### config.mk
export PLATFORM = sky130hd
export DESIGN_NAME = sqrd_read_engine
export DESIGN_NICKNAME = d
export VERILOG_FILES = /design/src/rtl/sqrd_pkg.sv /design/src/rtl/sqrd_scl_edge.sv /design/src/rtl/sqrd_addr_ptr.sv /design/src/rtl/sqrd_shifter.sv /design/src/rtl/sqrd_read_engine.sv
export SDC_FILE = /design/constraint.sdc
export NUM_CORES = 1
export LEC_CHECK = 0
export BUFFER_PORTS_ARGS = -buffer_cell sky130_fd_sc_hd__buf_4
export CORE_UTILIZATION = 49
export CTS_BUF_LIST = sky130_fd_sc_hd__clkbuf_4
export CTS_CLUSTER_DIAMETER = 80
export DETAILED_ROUTE_END_ITERATION = 12
export PLACE_DENSITY_LB_ADDON = 0.25
export SYNTH_ARGS = -nofsm -noshare
export SYNTH_HDL_FRONTEND = slang
export SYNTH_SLANG_ARGS = --single-unit
export TNS_END_PERCENT = 20
### constraint.sdc
create_clock -name clk -period 1.8 [get_ports clk]
set_input_delay 0.18 -clock clk [delete_from_list [all_inputs] [get_ports clk]]
set_output_delay 0.18 -clock clk [all_outputs]
set_load 0.05 [all_outputs]
### src/rtl/sqrd_pkg.sv
package sqrd_pkg;

   // States of the read engine
   typedef enum logic [1:0] {
      ST_IDLE = 2'd0,   // standby, SDA released
      ST_ARM  = 2'd1,   // byte requested or ready, waiting for SCL fall
      ST_SEND = 2'd2,   // shifting data bits
      ST_ACK  = 2'd3    // ninth bit, SDA released, waiting for SCL rise
   } rd_state_e;

endpackage

### src/rtl/sqrd_scl_edge.sv
// Edge detector on the already-synchronised SCL level.
module sqrd_scl_edge #(
   parameter bit IDLE_LEVEL = 1'b1
) (
   input  logic clk,
   input  logic rst_n,
   input  logic scl_i,
   output logic rise_o,
   output logic fall_o
);

   logic scl_q;

   always_ff @(posedge clk) begin
      if (!rst_n) scl_q <= IDLE_LEVEL;
      else        scl_q <= scl_i;
   end

   assign rise_o = !scl_q && scl_i;
   assign fall_o = scl_q && !scl_i;

endmodule

### src/rtl/sqrd_addr_ptr.sv
// Word pointer with load and modular increment.
module sqrd_addr_ptr #(
   parameter int MEM_DEPTH = 16384,
   parameter int ADDR_W    = $clog2(MEM_DEPTH)
) (
   input  logic              clk,
   input  logic              rst_n,
   input  logic              load_i,
   input  logic [ADDR_W-1:0] load_val_i,
   input  logic              inc_i,
   output logic [ADDR_W-1:0] ptr_o
);

   localparam logic [ADDR_W-1:0] TOP_ADDR = ADDR_W'(MEM_DEPTH - 1);

   logic [ADDR_W-1:0] ptr_q;
   logic [ADDR_W-1:0] ptr_inc;

   generate
      if (MEM_DEPTH < 2) begin : g_bad_depth
         $error("sqrd_addr_ptr: MEM_DEPTH must be at least 2");
      end
      if (MEM_DEPTH == (1 << ADDR_W)) begin : g_pow2_wrap
         // full binary range: overflow of the adder is the wrap
         assign ptr_inc = ptr_q + 1'b1;
      end else begin : g_cmp_wrap
         // partial range: clear after the top address
         assign ptr_inc = (ptr_q == TOP_ADDR) ? '0 : ptr_q + 1'b1;
      end
   endgenerate

   always_ff @(posedge clk) begin
      if (!rst_n)      ptr_q <= '0;
      else if (load_i) ptr_q <= load_val_i;
      else if (inc_i)  ptr_q <= ptr_inc;
   end

   assign ptr_o = ptr_q;

   // a load sets the pointer to the supplied value
   a_r4_load_sets_ptr: assert property (@(posedge clk) disable iff (!rst_n)
      load_i |=> (ptr_q == $past(load_val_i)));

   // an increment below the top address steps by one
   a_r4_step_by_one: assert property (@(posedge clk) disable iff (!rst_n)
      (inc_i && !load_i && ptr_q != TOP_ADDR) |=> (ptr_q == ADDR_W'($past(ptr_q) + 1)));

   // the top address is followed by zero
   a_r5_wrap_to_zero: assert property (@(posedge clk) disable iff (!rst_n)
      (inc_i && !load_i && ptr_q == TOP_ADDR) |=> (ptr_q == '0));

endmodule

### src/rtl/sqrd_shifter.sv
// Output shift register with bit counter and open-drain drive flag.
module sqrd_shifter #(
   parameter int DATA_W = 8
) (
   input  logic              clk,
   input  logic              rst_n,
   input  logic              load_i,      // memory data valid
   input  logic [DATA_W-1:0] load_data_i,
   input  logic              start_i,     // drive MSB of loaded byte
   input  logic              shift_i,     // advance to next bit
   input  logic              end_i,       // byte finished, release line
   input  logic              flush_i,     // abort: release and drop data
   output logic              ready_o,
   output logic              drv_o,
   output logic              bit_o,
   output logic              last_o
);

   localparam int CNT_W = (DATA_W > 1) ? $clog2(DATA_W) : 1;
   localparam logic [CNT_W-1:0] LAST_CNT = CNT_W'(DATA_W - 1);

   logic [DATA_W-1:0] sh_q;
   logic [CNT_W-1:0]  cnt_q;
   logic              ready_q;
   logic              drv_q;

   generate
      if (DATA_W < 2) begin : g_bad_width
         $error("sqrd_shifter: DATA_W must be at least 2");
      end
   endgenerate

   always_ff @(posedge clk) begin
      if (!rst_n) begin
         sh_q    <= '1;
         cnt_q   <= '0;
         ready_q <= 1'b0;
         drv_q   <= 1'b0;
      end else if (flush_i) begin
         ready_q <= 1'b0;
         drv_q   <= 1'b0;
         cnt_q   <= '0;
      end else begin
         if (start_i) begin
            cnt_q   <= '0;
            drv_q   <= 1'b1;
            ready_q <= 1'b0;
         end else if (shift_i) begin
            sh_q  <= {sh_q[DATA_W-2:0], 1'b1};
            cnt_q <= cnt_q + 1'b1;
         end
         if (end_i) drv_q <= 1'b0;
         if (load_i) begin
            sh_q    <= load_data_i;
            ready_q <= 1'b1;
         end
      end
   end

   assign ready_o = ready_q;
   assign drv_o   = drv_q;
   assign bit_o   = sh_q[DATA_W-1];
   assign last_o  = (cnt_q == LAST_CNT);

   // each shift advances the bit counter by exactly one
   a_r3_count_step: assert property (@(posedge clk) disable iff (!rst_n)
      (shift_i && !start_i && !flush_i) |=> (cnt_q == CNT_W'($past(cnt_q) + 1)));

   // a start always begins at bit position zero with the line driven
   a_r3_start_at_msb: assert property (@(posedge clk) disable iff (!rst_n)
      (start_i && !flush_i && !end_i) |=> (drv_q && cnt_q == '0));

endmodule

### src/rtl/sqrd_read_engine.sv
// Sequential read engine: pointer, prefetch, bit shifting and acknowledge.
module sqrd_read_engine
   import sqrd_pkg::*;
#(
   parameter  int MEM_DEPTH = 16384,
   parameter  int DATA_W    = 8,
   localparam int ADDR_W    = $clog2(MEM_DEPTH)
) (
   input  logic              clk,
   input  logic              rst_n,
   input  logic              scl_i,
   input  logic              sda_i,
   input  logic              start_det_i,
   input  logic              stop_det_i,
   input  logic              rd_cmd_i,
   input  logic              addr_load_i,
   input  logic [ADDR_W-1:0] addr_val_i,
   input  logic [DATA_W-1:0] mem_rdata_i,
   output logic              mem_rd_en_o,
   output logic [ADDR_W-1:0] mem_addr_o,
   output logic              sda_low_o
);

   generate
      if (MEM_DEPTH < 2) begin : g_bad_depth
         $error("sqrd_read_engine: MEM_DEPTH must be at least 2");
      end
   endgenerate

   rd_state_e state_q;
   logic      scl_rise, scl_fall;
   logic      abort, restart;
   logic      sh_ready, sh_drv, sh_bit, sh_last;
   logic      arm_go, bit_adv, byte_done, ack_seen, nack_seen;
   logic      fetch_q, data_vld_q;

   sqrd_scl_edge #(.IDLE_LEVEL(1'b1)) u_edge (
      .clk    (clk),
      .rst_n  (rst_n),
      .scl_i  (scl_i),
      .rise_o (scl_rise),
      .fall_o (scl_fall)
   );

   // event decode
   assign abort     = start_det_i || stop_det_i;
   assign restart   = rd_cmd_i && !abort;
   assign arm_go    = (state_q == ST_ARM)  && scl_fall && sh_ready && !abort && !rd_cmd_i;
   assign bit_adv   = (state_q == ST_SEND) && scl_fall && !sh_last && !abort && !rd_cmd_i;
   assign byte_done = (state_q == ST_SEND) && scl_fall && sh_last && !abort && !rd_cmd_i;
   assign ack_seen  = (state_q == ST_ACK)  && scl_rise && !sda_i;
   assign nack_seen = (state_q == ST_ACK)  && scl_rise && sda_i;

   // control state
   always_ff @(posedge clk) begin
      if (!rst_n)       state_q <= ST_IDLE;
      else if (abort)   state_q <= ST_IDLE;
      else if (rd_cmd_i) state_q <= ST_ARM;
      else begin
         unique case (state_q)
            ST_IDLE: state_q <= ST_IDLE;
            ST_ARM:  if (arm_go)    state_q <= ST_SEND;
            ST_SEND: if (byte_done) state_q <= ST_ACK;
            ST_ACK: begin
               if (ack_seen)       state_q <= ST_ARM;
               else if (nack_seen) state_q <= ST_IDLE;
            end
            default: state_q <= ST_IDLE;
         endcase
      end
   end

   // memory prefetch: strobe one cycle after request, data the cycle after
   always_ff @(posedge clk) begin
      if (!rst_n) begin
         fetch_q    <= 1'b0;
         data_vld_q <= 1'b0;
      end else begin
         fetch_q    <= restart || byte_done;
         data_vld_q <= fetch_q && !abort;
      end
   end

   sqrd_addr_ptr #(.MEM_DEPTH(MEM_DEPTH), .ADDR_W(ADDR_W)) u_ptr (
      .clk        (clk),
      .rst_n      (rst_n),
      .load_i     (addr_load_i),
      .load_val_i (addr_val_i),
      .inc_i      (byte_done),
      .ptr_o      (mem_addr_o)
   );

   sqrd_shifter #(.DATA_W(DATA_W)) u_shift (
      .clk         (clk),
      .rst_n       (rst_n),
      .load_i      (data_vld_q && !abort),
      .load_data_i (mem_rdata_i),
      .start_i     (arm_go),
      .shift_i     (bit_adv),
      .end_i       (byte_done),
      .flush_i     (abort || rd_cmd_i),
      .ready_o     (sh_ready),
      .drv_o       (sh_drv),
      .bit_o       (sh_bit),
      .last_o      (sh_last)
   );

   assign mem_rd_en_o = fetch_q;
   assign sda_low_o   = sh_drv && !sh_bit;

   // the line only moves after an SCL fall or a control event
   a_r3_move_after_fall: assert property (@(posedge clk) disable iff (!rst_n)
      !$stable(sda_low_o) |-> $past(scl_fall || abort || rd_cmd_i));

   // standby never pulls the line
   a_r8_idle_released: assert property (@(posedge clk) disable iff (!rst_n)
      (state_q == ST_IDLE) |-> !sda_low_o);

   // START or STOP drops to standby with SDA released
   a_r9_abort_release: assert property (@(posedge clk) disable iff (!rst_n)
      abort |=> (state_q == ST_IDLE && !sda_low_o));

   // after the eighth bit the line is released and the next byte fetched
   a_r6_release_prefetch: assert property (@(posedge clk) disable iff (!rst_n)
      byte_done |=> (mem_rd_en_o && !sda_low_o && state_q == ST_ACK));

   // a read command requests the byte at the pointer
   a_r2_cmd_fetch: assert property (@(posedge clk) disable iff (!rst_n)
      restart |=> mem_rd_en_o);

   // acknowledge returns to waiting for the next SCL fall
   a_r7_ack_rearm: assert property (@(posedge clk) disable iff (!rst_n)
      (ack_seen && !abort && !rd_cmd_i) |=> (state_q == ST_ARM));

endmodule

======== Yosys cells after proc, flatten, opt, wreduce, memory -nomap -nowiden ========
Cells that the tools add are included.
cells by class
  add/subtract/negate cells ............... 2
  equal/unequal tests ..................... 11
  mux-type cells .......................... 13
  bitwise logic cells ..................... 2
  reduce and logical (&&, ||, !) cells .... 42
operator list
  cell                                                                      number
  14-bit two-way mux                                                        2
  8-bit two-way mux                                                         3
  1-bit logical AND                                                         20
  14-bit by 1-bit adder with 14-bit output (second input constant)          1
  3-bit inequality test (second input constant)                             3
  3-bit AND reduction                                                       3
  3-bit OR reduction                                                        3
  2-bit two-way mux                                                         4
  2-bit case mux with 4 select lines                                        1
  1-bit zero test                                                           7
  2-bit nonzero test                                                        3
  2-bit equality test (second input constant)                               2
  2-bit inequality test (second input constant)                             2
  4-bit inequality test (second input constant)                             1
  2-bit OR reduction                                                        2
  3-bit by 1-bit adder with 3-bit output (second input constant)            1
  3-bit equality test (second input constant)                               1
  1-bit logical OR                                                          3
  1-bit two-way mux                                                         3
  2-bit by 1-bit equality test with 1-bit output (second input constant)    1
  2-bit zero test                                                           1
  2-bit by 1-bit inequality test with 1-bit output (second input constant)  1
  1-bit NOT                                                                 2
word-level totals
  bits in registers ....................... 32
  input port bits ......................... 30
  output and inout bits ................... 16
  logic and storage cells ................. 80

======== Longest topological paths before layout ========
Gate-level depths: netlist (run 1).
  depth after elaboration ................. 9
  depth in mapped cells ................... 7
  mapped depth without buffers ............ 6

======== Cells and area by module ========
From an unflattened synthesis (run 1), not the netlist that was laid out.
second synthesis, totals
  cells, all modules ...................... 188
  area total of the unflattened synthesis .. 1747.9 um^2
modules (own cells, without submodules)
  module            times used  cells each  area each (um^2)
  sqrd_addr_ptr     1           84          748.2
  sqrd_shifter      1           62          640.6
  sqrd_read_engine  1           38          320.3
  sqrd_scl_edge     1           4           38.8

======== Worst setup path before layout (run 1) ========
OpenSTA, ideal clock, no wires.
  path type ............................... reg2reg
  start ................................... register u_ptr.ptr_q[5] (netlist: u_ptr.ptr_o[5])
  end ..................................... register u_ptr.ptr_q[12] (netlist: u_ptr.ptr_o[12])
  data arrival time ....................... 1.811 ns
  data required time ...................... 1.726 ns
  path slack .............................. -0.085 ns
  stages on the path, launching flop included .. 5
  buffers on the path ..................... 0
  clock period less this slack ............ 1.885 ns
  cell sequence ........................... dfxtp_1 -> and4_4 -> nand3_2 -> or4_1 -> a31oi_1
between the ends
  longest elaborated chain between the ends .. 3
ends and longest elaborated chain
  item                                      RTL line             RTL
  start, declared                           sqrd_addr_ptr.sv:16  logic [ADDR_W-1:0] ptr_q;
  start signal, assigned                    sqrd_addr_ptr.sv:34  else if (load_i) ptr_q <= load_val_i;
  start signal, assigned                    sqrd_addr_ptr.sv:35  else if (inc_i) ptr_q <= ptr_inc;
  14-bit by 1-bit adder with 14-bit output  sqrd_addr_ptr.sv:25  assign ptr_inc = ptr_q + 1'b1;
  14-bit two-way mux                        sqrd_addr_ptr.sv:35
  14-bit two-way mux                        sqrd_addr_ptr.sv:34
No other way between the ends. The select of a mux whose other input is x is not followed.
A chain may end at the register's enable or synchronous reset.

======== Final worst setup path (run 1) ========
  start ................................... register u_shift.cnt_q[0]
  end ..................................... register u_ptr.ptr_q[11] (netlist: u_ptr.ptr_o[11])
between the ends
  longest elaborated chain between the ends .. 5
ends and longest elaborated chain
  item                            RTL line                RTL
  start, declared                 sqrd_shifter.sv:23      logic [CNT_W-1:0] cnt_q;
  start signal, assigned          sqrd_shifter.sv:50      cnt_q <= cnt_q + 1'b1;
  3-bit equality test             sqrd_shifter.sv:63      assign last_o = (cnt_q == LAST_CNT);
  1-bit logical AND (3 in a row)  sqrd_read_engine.sv:50  assign byte_done = (state_q == ST_SEND) && scl_fall && sh_last && !abort && !rd_cmd_i;
  2-bit nonzero test (no line)    --
No other way between the ends.

==> results of run 1 <==
-- registers in the layout (all words and copies together) (netlist names) --
register / cells
u_edge.scl_q: 1
u_shift.cnt_q: 3
mem_rd_en_o: 1
u_shift.drv_o: 1
state_q: 2
data_vld_q: 1
u_shift.sh_q: 8
u_ptr.ptr_o: 14
u_shift.ready_o: 1
-- cell type report --
cell class | count | area share
Clock inverter | 2 | 0.00335
Timing Repair Buffer | 54 | 0.181
Multi-Input combinational cell | 150 | 0.471
Clock buffer | 5 | 0.0168
Tap cell | 46 | 0.0257
Inverter | 8 | 0.0134
Sequential cell | 32 | 0.289
-- cells by family (layout without fill, tap and decap cells) --
group                      Yosys count  after routing  synth area share
DFF                                 32             32             0.370
AOI/OAI and AO/OA                   63             63             0.221
xor gates and xnor gates             6              6            0.0304
muxes                                9              9            0.0528
adders and majority gates            6              6            0.0434
and+or+nand+nor                     66             66             0.241
buffers and inverters               16             69            0.0419
-- timing repair --
action                     CTS  global route
resized for setup            2             8
buffers inserted             0             2
hold buffers                 0             0
setup endpoints to repair    4            16
pin swaps                    0             5
-- worst min path at each step --
stage	from	to	slack (ps)	depth (start not counted)
5_1_grt	scl_i	u_edge.scl_q	90	2
3_5_place_dp	addr_val_i[10]	u_ptr.ptr_o[10]	410	3
3_3_place_gp	addr_val_i[10]	u_ptr.ptr_o[10]	410	3
4_1_cts	addr_val_i[10]	u_ptr.ptr_o[10]	60	3
2_1_floorplan	scl_i	u_edge.scl_q	280	1
6_report	addr_val_i[10]	u_ptr.ptr_o[10]	60	3
-- power by group through the flow --
stage | clock (mW) | sequential (mW) | combinational, mW
final | 0.366 | 0.766 | 0.267
after global routing | 0.400 | 0.771 | 0.289
after CTS | 0.378 | 0.766 | 0.266
after detailed placement | 0 | 0.782 | 0.265
after global placement | 0 | 0.781 | 0.264
after floorplan | 0 | 0.856 | 0.0763
-- worst max-delay path, delay by kind of cell, from the launching register on --
kind | cells | cell delay [ps]
DFF | 1 | 360
and+or+nand+nor | 3 | 890
adders and majority gates | 2 | 280
AOI/OAI and AO/OA | 1 | 160
-- cell usage after synthesis (2+ instances only) --
master,n,area (um2)
o311a_1,2,20.0
nand2_1,11,41.3
o211ai_1,8,60.1
a21oi_1,13,65.1
ha_1,6,75.1
and2_1,3,18.8
a31oi_1,8,50.1
or3_1,4,25.0
inv_1,8,30.0
and4_1,2,17.5
mux2i_1,8,80.1
nor2_1,5,18.8
nand4b_1,2,17.5
nand3_1,9,45.0
nor2b_1,2,12.5
xor2_1,5,43.8
nor3_1,2,10.0
dfxtp_1,32,641
and3_1,3,18.8
nand2b_1,5,31.3
or4_1,2,15.0
o21ai_0,25,125
nand4_1,6,37.5
clkbuf_1,5,18.8
nor3b_1,2,15.0
-- layer usage --
metal,up-vias,share of wire,routed length (um)
li1,851,-,-
met1,789,0.45,1850
met2,41,0.49,2030
met3,8,0.043,175
met4,0,0.012,51
met5,-,0,0
==> run summary, run 1 <==
maximum vdd drop - 0.000315 V
Hold WS - 64.1 ps
global-route wire length before repair - 6290 um
max frequency - 565 MHz
Syn. warnings - 0
Worst Max-Slew Pin Slew - 539 ps
Die ar. - 3770 um2
Crit Path Class - flip-flop to flip-flop
cell area after synthesis - 1730 um2
slowest stage delay, CP - 410 ps
critical path fanouts, max - 6
max-slew violations - 0
WL per Instance - 13.8 um
Cell Int Power - 0.979 mW
Power Dens Cells - 624 nW/um2
Area growth syn-to-layout - 29.5%
Syn Nets - 234
Core Region - 3360 um2
Final TNS setup - 0 ps
logic gate share of total power - 0.191
status - finished clean
ys async rst share - 0
I/O Pins - 46
largest net degree at the start of global routing - 31
Final GP Congestion - 0.805
via/cell ratio - 5.69
die height - 61.4 um
Core Util, Final - 0.666
Cell Area, Placed - 2140 um2
R2R depth - 6
Finished Cell Area - 2240 um2
skew final - 9.33 ps
GRT overflow - 0
Final WS setup - 29.4 ps
Clock Sinks - 32
Max clock buf depth - 2
Cell Count, Final, Fillers Out - 297
number of max-cap violations - 0
CP endpoint kind - flip-flop
max_slew headroom - 0.640
RSZ-0062 raised after global routing - yes
CTS tree - done
register area - 647 um2
Min-Delay Path Class - primary input to flip-flop
met1 track demand over resource - 0.280
CP max stage cell - or3_1
reg2reg start - u_shift.cnt_q[0]
Final setup violation count - 0
number of synthesized register bits - 32
critical path arrival - 2040 ps
Fillers - 303
Syn Area/Cell - 8.74 um2
Setup crit end - u_ptr.ptr_o[11]
crit-path cells - ha_4, ha_4, and4b_2, nand4_1, or3_1, a31oi_1
drt drc - 0
Fin. Hold Viols - 0
P_leak - 0.851 nW
Iter 0 DRT Violations - 116
antenna violations before repair - 0
commonest non-fill, non-tap cell in the layout - buf_4
power share of the clock group - 0.261
area of the multi-input gates - 1060 um2
Placed Cells - 288
number of I/O port buffers - 45
met3 Usage GRT - 0.0378
Flop pwr share - 0.548
count of nets after finishing - 287
FF-to-FF setup slack - 30 ps
NetSw - 0.419 mW
period utilization - 0.984
Num CTS Buffers - 5
HPWL after DPL - 2930 um
switching part of the total - 0.300
most used cell, CP - ha_4
share of cells above drive strength 1 - 0.307
GR peak layer - met2
number of synthesized flops with an enable pin - 0
overall power - 1.40 mW
Antenna Nets Post-Route - 0
Synth Flop Type - dfxtp_1
DP Worst Slack - -36.2 ps
first drt pass iteration count - 4
clk root buf - clkbuf_4
Mapped Cells - 198
die width - 61.4 um
initial core utilization - 0.515
final WL - 4110 um
met2 usage - 0.388
Clock H-tree levels - 2
CP Launch Type - flip-flop
worst skew pair latency - 330 ps
Netlist cell types - 45
row cnt - 21
fin crit period - 1770 ps
worst r2r dst - u_ptr.ptr_o[11]
Inserted Diodes - 0
via count - 1,689
clk slew on worst S/H paths - 90 ps
sequential element share of the synthesized area - 0.370
GRT Total Usage - 0.224
Critical Path RT - 2070 ps
most frequent cells in the layout - buf_4, dfxtp_1, o21ai_0
Worst Setup SP - u_shift.cnt_q[0]
vias in the first global route - 1,450
Note: power is estimated with default switching activity, not from simulation.
==> inputs of run 2 (changes only) <==
--- a/config.mk
+++ b/config.mk
@@ -11,6 +11,7 @@
 export CTS_CLUSTER_DIAMETER = 80
 export DETAILED_ROUTE_END_ITERATION = 12
 export PLACE_DENSITY_LB_ADDON = 0.25
+export REMOVE_ABC_BUFFERS = 1
 export SYNTH_ARGS = -nofsm -noshare
 export SYNTH_HDL_FRONTEND = slang
 export SYNTH_SLANG_ARGS = --single-unit
==> run 2 against run 1 <==
Effect of this change:
- via count is 1.5% lower
- core utilization is 0.71 points higher
- register-to-register slack better by 60 ps
- global-route usage is 0.50 points higher
- sequential power hardly changed
- non-clock buffer count is 1 lower
- setup slack better by 56 ps
- final cell count stayed put
- first-iteration DRC count is 8.6% lower
==> run summary, run 2 (synthesis gave the netlist of run 1 again) <==
status - finished clean
hold-critical path depth - 3
number of I/O port buffers - 45
R2R depth - 6
hold path endpoint - u_ptr.ptr_o[10]
Max clock buf depth - 2
maximum vdd drop - 0.000443 V
Core Util, Final - 0.673
reg2reg start - u_shift.cnt_q[0]
Antenna Nets Post-Route - 0
fin crit period - 1720 ps
Die ar. - 3770 um2
GRT Total Usage - 0.229
die height - 61.4 um
global-route wire length before repair - 6270 um
Crit Path Class - flip-flop to flip-flop
skew final - 7.90 ps
FF-to-FF setup slack - 80 ps
via/cell ratio - 5.60
count of nets after finishing - 286
Finished Cell Area - 2260 um2
worst path bufs/invs - 0
max_slew headroom - 0.634
Clock H-tree levels - 2
Fillers - 308
max-slew violations - 0
clk root buf - clkbuf_4
GRT overflow - 0
worst r2r dst - u_ptr.ptr_o[6]
critical path fanouts, max - 6
CP Launch Type - flip-flop
worst skew pair latency - 350 ps
final WL - 3910 um
Fin. Hold Viols - 0
first drt pass iteration count - 4
Critical Path RT - 2070 ps
WL per Instance - 13.2 um
most used cell, CP - ha_4
via count - 1,663
Iter 0 DRT Violations - 106
CTS tree - done
Area growth syn-to-layout - 30.9%
clk slew on worst S/H paths - 100 ps
die width - 61.4 um
P_leak - 0.859 nW
commonest non-fill, non-tap cell in the layout - buf_4
crit-path cells - ha_4, ha_4, and4b_2, nand4_1, or3_1, a31oi_1
max frequency - 583 MHz
RSZ-0062 raised after global routing - no
vias in the first global route - 1,467
CP max stage cell - dfxtp_2
HPWL after DPL - 2800 um
I/O Pins - 46
Worst Max-Slew Pin Slew - 548 ps
row cnt - 21
Cell Area, Placed - 2130 um2
Final GP Congestion - 0.891
slowest stage delay, CP - 360 ps
drt drc - 0
Inserted Diodes - 0
initial core utilization - 0.515
Clock Sinks - 32
critical path arrival - 1990 ps
antenna violations before repair - 0
CP endpoint kind - flip-flop
Hold Path Origin - addr_val_i[10]
Hold Buf Count CTS - 0
Num CTS Buffers - 5
most frequent cells in the layout - buf_4, dfxtp_1, o21ai_0
share of cells above drive strength 1 - 0.307
number of max-cap violations - 0
period utilization - 0.953
Final setup violation count - 0
largest net degree at the start of global routing - 31
delay-heaviest family, CP - simple AND/OR/NAND/NOR gates
Largest register FFs - 14
Core Region - 3360 um2
Min-Delay Path Class - primary input to flip-flop
Power Dens Cells - 699 nW/um2
-- run 2: repair_timing --
action                     4_1_cts  5_1_grt
buffers inserted                 2        0
gates resized for setup          9        1
setup endpoints to repair        5        2
pin swaps                        5        2
-- run 2: worst max path at each step --
stage	slack [ps]	depth (start not counted)	startpoint	end
after floorplan	-90	4	u_ptr.ptr_o[5]	u_ptr.ptr_o[12]
after global placement	50	6	u_shift.cnt_q[0]	u_ptr.ptr_o[12]
after detailed placement	-30	6	u_shift.cnt_q[0]	u_ptr.ptr_o[6]
after CTS	30	6	u_shift.cnt_q[0]	u_ptr.ptr_o[6]
after global routing	5	6	u_shift.cnt_q[0]	u_ptr.ptr_o[8]
final	80	6	u_shift.cnt_q[0]	u_ptr.ptr_o[6]
-- run 2: final cells by class --
type	instances	area, um2	share of cell area
Multi-Input combinational cell	150	1060	0.466
Clock inverter	3	42.5	0.0188
Tap cell	46	57.6	0.0254
Inverter	8	30.0	0.0133
Timing Repair Buffer	53	398	0.176
Clock buffer	5	37.5	0.0166
Sequential cell	32	643	0.284
-- run 2: power breakdown --
part / switching [mW] / total (mW) / internal (mW)
Combinational: 0.157 / 0.265 / 0.108
Clock: 0.266 / 0.555 / 0.289
Sequential: 0.0304 / 0.764 / 0.734
Total: 0.453 / 1.58 / 1.13
-- run 2: tightest hold or removal path, stage by stage --
cell and delay (ps):
buf_4 80, a31oi_1 70, nand2_1 50
-- run 2: stage by stage --
step	cells	setup WS [ps]	power (mW)	hold slack (ps)	setup TNS [ps]
after global placement	287	49.1	1.04	417	0
after global routing	297	5.18	1.66	60.8	0
after CTS	297	26.0	1.60	47.3	0
after detailed placement	287	-32.6	1.04	414	-77.8
final	297	85.0	1.58	62.9	0
after floorplan	190	-85.1	0.921	253	-99.3
-- run 2: layer usage --
| layer | global-route usage | routed length (um) | up-vias |
|---|---|---|---|
| li1 | - | - | 851 |
| met1 | 0.270 | 1780 | 775 |
| met2 | 0.387 | 1890 | 30 |
| met3 | 0.0840 | 175 | 7 |
| met4 | 0.0762 | 55 | 0 |
| met5 | 0 | 0 | - |
==> inputs of run 3 (changes only) <==
--- a/config.mk
+++ b/config.mk
@@ -14,5 +14,6 @@
 export REMOVE_ABC_BUFFERS = 1
 export SYNTH_ARGS = -nofsm -noshare
 export SYNTH_HDL_FRONTEND = slang
+export SYNTH_HIERARCHICAL = 1
 export SYNTH_SLANG_ARGS = --single-unit
 export TNS_END_PERCENT = 20
==> run 3 against run 2 <==
Effect of this change:
- the flow now finishes with violations (negative setup slack)
- sequential share of layout area shrank 1.1 points
- power shrank 2.0%
- combinational power is essentially flat
- clock skew grew 2.1 ps
- setup slack lost 130 ps
- die area grew 0.98%
- final cell count is the same
- hold slack lost 6.8 ps
- critical path type unchanged
- register-to-register slack lost 130 ps
- non-clock buffer count grew 7
==> run summary, run 3 <==
failing checks - negative setup slack
slowest stage delay, CP - 350 ps
WL per Instance - 12.7 um
die width - 61.7 um
Largest register FFs - 14
HPWL after DPL - 2660 um
Power Dens Cells - 659 nW/um2
crit-path cells - ha_1, ha_2, nand2_1, nor2_1, buf_4, nand4_4, nor4_2, xnor2_1, a21oi_1
Worst Setup SP - u_shift/cnt_q[0]
top cell type's share of synthesized area - 0.366
DR WL met2 - 1780 um
Clock H-tree levels - 2
die height - 61.7 um
largest net degree at the start of global routing - 37
Critical Path RT - 2030 ps
Final GP Congestion - 0.791
critical path fanouts, max - 7
Min-Delay Path Class - primary input to flip-flop
cell taking the most area after synthesis - dfxtp_1
GRT Total Usage - 0.206
Core Util, Final - 0.695
status - finished with violations
first drt pass iteration count - 4
Clock Sinks - 32
DRT met1 WL - 1730 um
share of cells above drive strength 1 - 0.343
worst skew pair latency - 330 ps
fin crit period - 1850 ps
most frequent cells in the layout - buf_4, dfxtp_1, nand2_1
CP Launch Type - flip-flop
via count - 1,556
vias in the first global route - 1,342
Die ar. - 3810 um2
Crit Path Class - flip-flop to flip-flop
delay-heaviest family, CP - simple AND/OR/NAND/NOR gates
skew final - 9.98 ps
CP max stage cell - dfxtp_2
Fin. Hold Viols - 0
Syn. warnings - 6
Area growth syn-to-layout - 34.7%
Mapped Cells - 188
period utilization - 1.03
number of synthesized register bits - 32
global-route wire length before repair - 5660 um
Netlist cell types - 36
critical path arrival - 2080 ps
initial core utilization - 0.516
count of nets after finishing - 286
number of max-cap violations - 0
Final WS setup - -49.9 ps
Num CTS Buffers - 5
I/O Pins - 46
max-slew violations - 0
WL met3 - 190 um
max frequency - 541 MHz
clk root buf - clkbuf_4
cell with the most instances after synthesis - dfxtp_1
cell area after synthesis - 1750 um2
row cnt - 21
Iter 0 DRT Violations - 93
Final TNS setup - -55.1 ps
Finished Cell Area - 2350 um2
Antenna Nets Post-Route - 0
DP Worst Slack - -6.63 ps
worst path bufs/invs - 1
sequential element share of the synthesized area - 0.366
reg2reg start - u_shift/cnt_q[0]
Synth Flop Type - dfxtp_1
Fillers - 290
top routing layer in use - met4
via/cell ratio - 5.24
Core Region - 3390 um2
Inserted Diodes - 0
ys async rst share - 0
antenna violations before repair - 0
maximum vdd drop - 0.000433 V
GRT overflow - 0
Final setup violation count - 2
top cells by count, synth - dfxtp_1, nand2_1, a21oi_1
P_leak - 0.966 nW
commonest non-fill, non-tap cell in the layout - buf_4
RSZ-0062 raised after global routing - yes
final WL - 3760 um
Synth area leaders - dfxtp_1, mux2i_1, xnor2_1
Worst Max-Slew Pin Slew - 642 ps
Hold Buf Count CTS - 0
Cell Area, Placed - 2240 um2
number of synthesized flops with an enable pin - 0
CP endpoint kind - flip-flop
drt drc - 0
Syn Area/Cell - 9.30 um2
Hold Path Origin - scl_i
Max clock buf depth - 2
max_slew headroom - 0.572
Hold WS - 56.1 ps
number of I/O port buffers - 45
clk slew on worst S/H paths - 100 ps
CTS tree - done
## run 3: cell count changes in the layout (fill, tap and decap cells not counted), moves of 5 or more
cell / change
a31oi_1: -5
nand2_1: +8
o21ai_0: -14
buf_4: +6
mux2_2: +6
xnor2_1: +9
o211ai_1: -7
## run 3: layout make-up
type	count	area, um2	area share
Clock buffer	5	37.5	0.0159
Clock inverter	3	37.5	0.0159
Inverter	7	26.3	0.0112
Multi-Input combinational cell	144	1090	0.463
Sequential cell	32	643	0.273
Tap cell	46	57.6	0.0244
Timing Repair Buffer	60	463	0.197
## run 3: cell families after synthesis
family / Yosys count / synth area share
and+or+nand+nor: 73 / 0.260
DFF: 32 / 0.366
buffers and inverters: 12 / 0.0301
muxes: 17 / 0.102
adders and majority gates: 6 / 0.0429
AOI/OAI and AO/OA: 34 / 0.128
xor gates and xnor gates: 14 / 0.0701
## run 3: path summary, 6_finish.rpt
| check | endpoint | slack, ps | depth (start not counted) |
|---|---|---|---|
| worst max-delay path | u_ptr/ptr_o[10] | -50 | 9 |
| worst min-delay path | u_edge/scl_q | 60 | 2 |
| worst max register to register | u_ptr/ptr_o[10] | -50 | 9 |
| worst min register to register | u_shift/sh_q[0] | 490 | 2 |
## run 3: power by group
group | internal (mW) | leakage, nW | switching, mW
clock | 0.284 | 0.0403 | 0.242
sequential | 0.732 | 0.263 | 0.0323
combinational | 0.113 | 0.663 | 0.150
total | 1.13 | 0.966 | 0.424
## run 3: what timing repair did
| action | in CTS | in global routing |
|---|---|---|
| resized for setup | 4 | 4 |
| buffers inserted | 0 | 0 |
| endpoints found under the setup margin | 3 | 14 |
| pin swaps | 1 | 4 |
## run 3: routing by layer
metal | up-vias | global-route usage
met1 | 706 | 0.258
met5 | - | 0
met3 | 9 | 0.0497
met2 | 42 | 0.338
li1 | 799 | -
met4 | 0 | 0.0921
## run 3: stage by stage
stage	power (mW)	std cells
5_1_grt	1.62	297
6_report	1.55	297
3_3_place_gp	1.04	289
3_5_place_dp	1.04	289
4_1_cts	1.57	297
2_1_floorplan	0.916	183
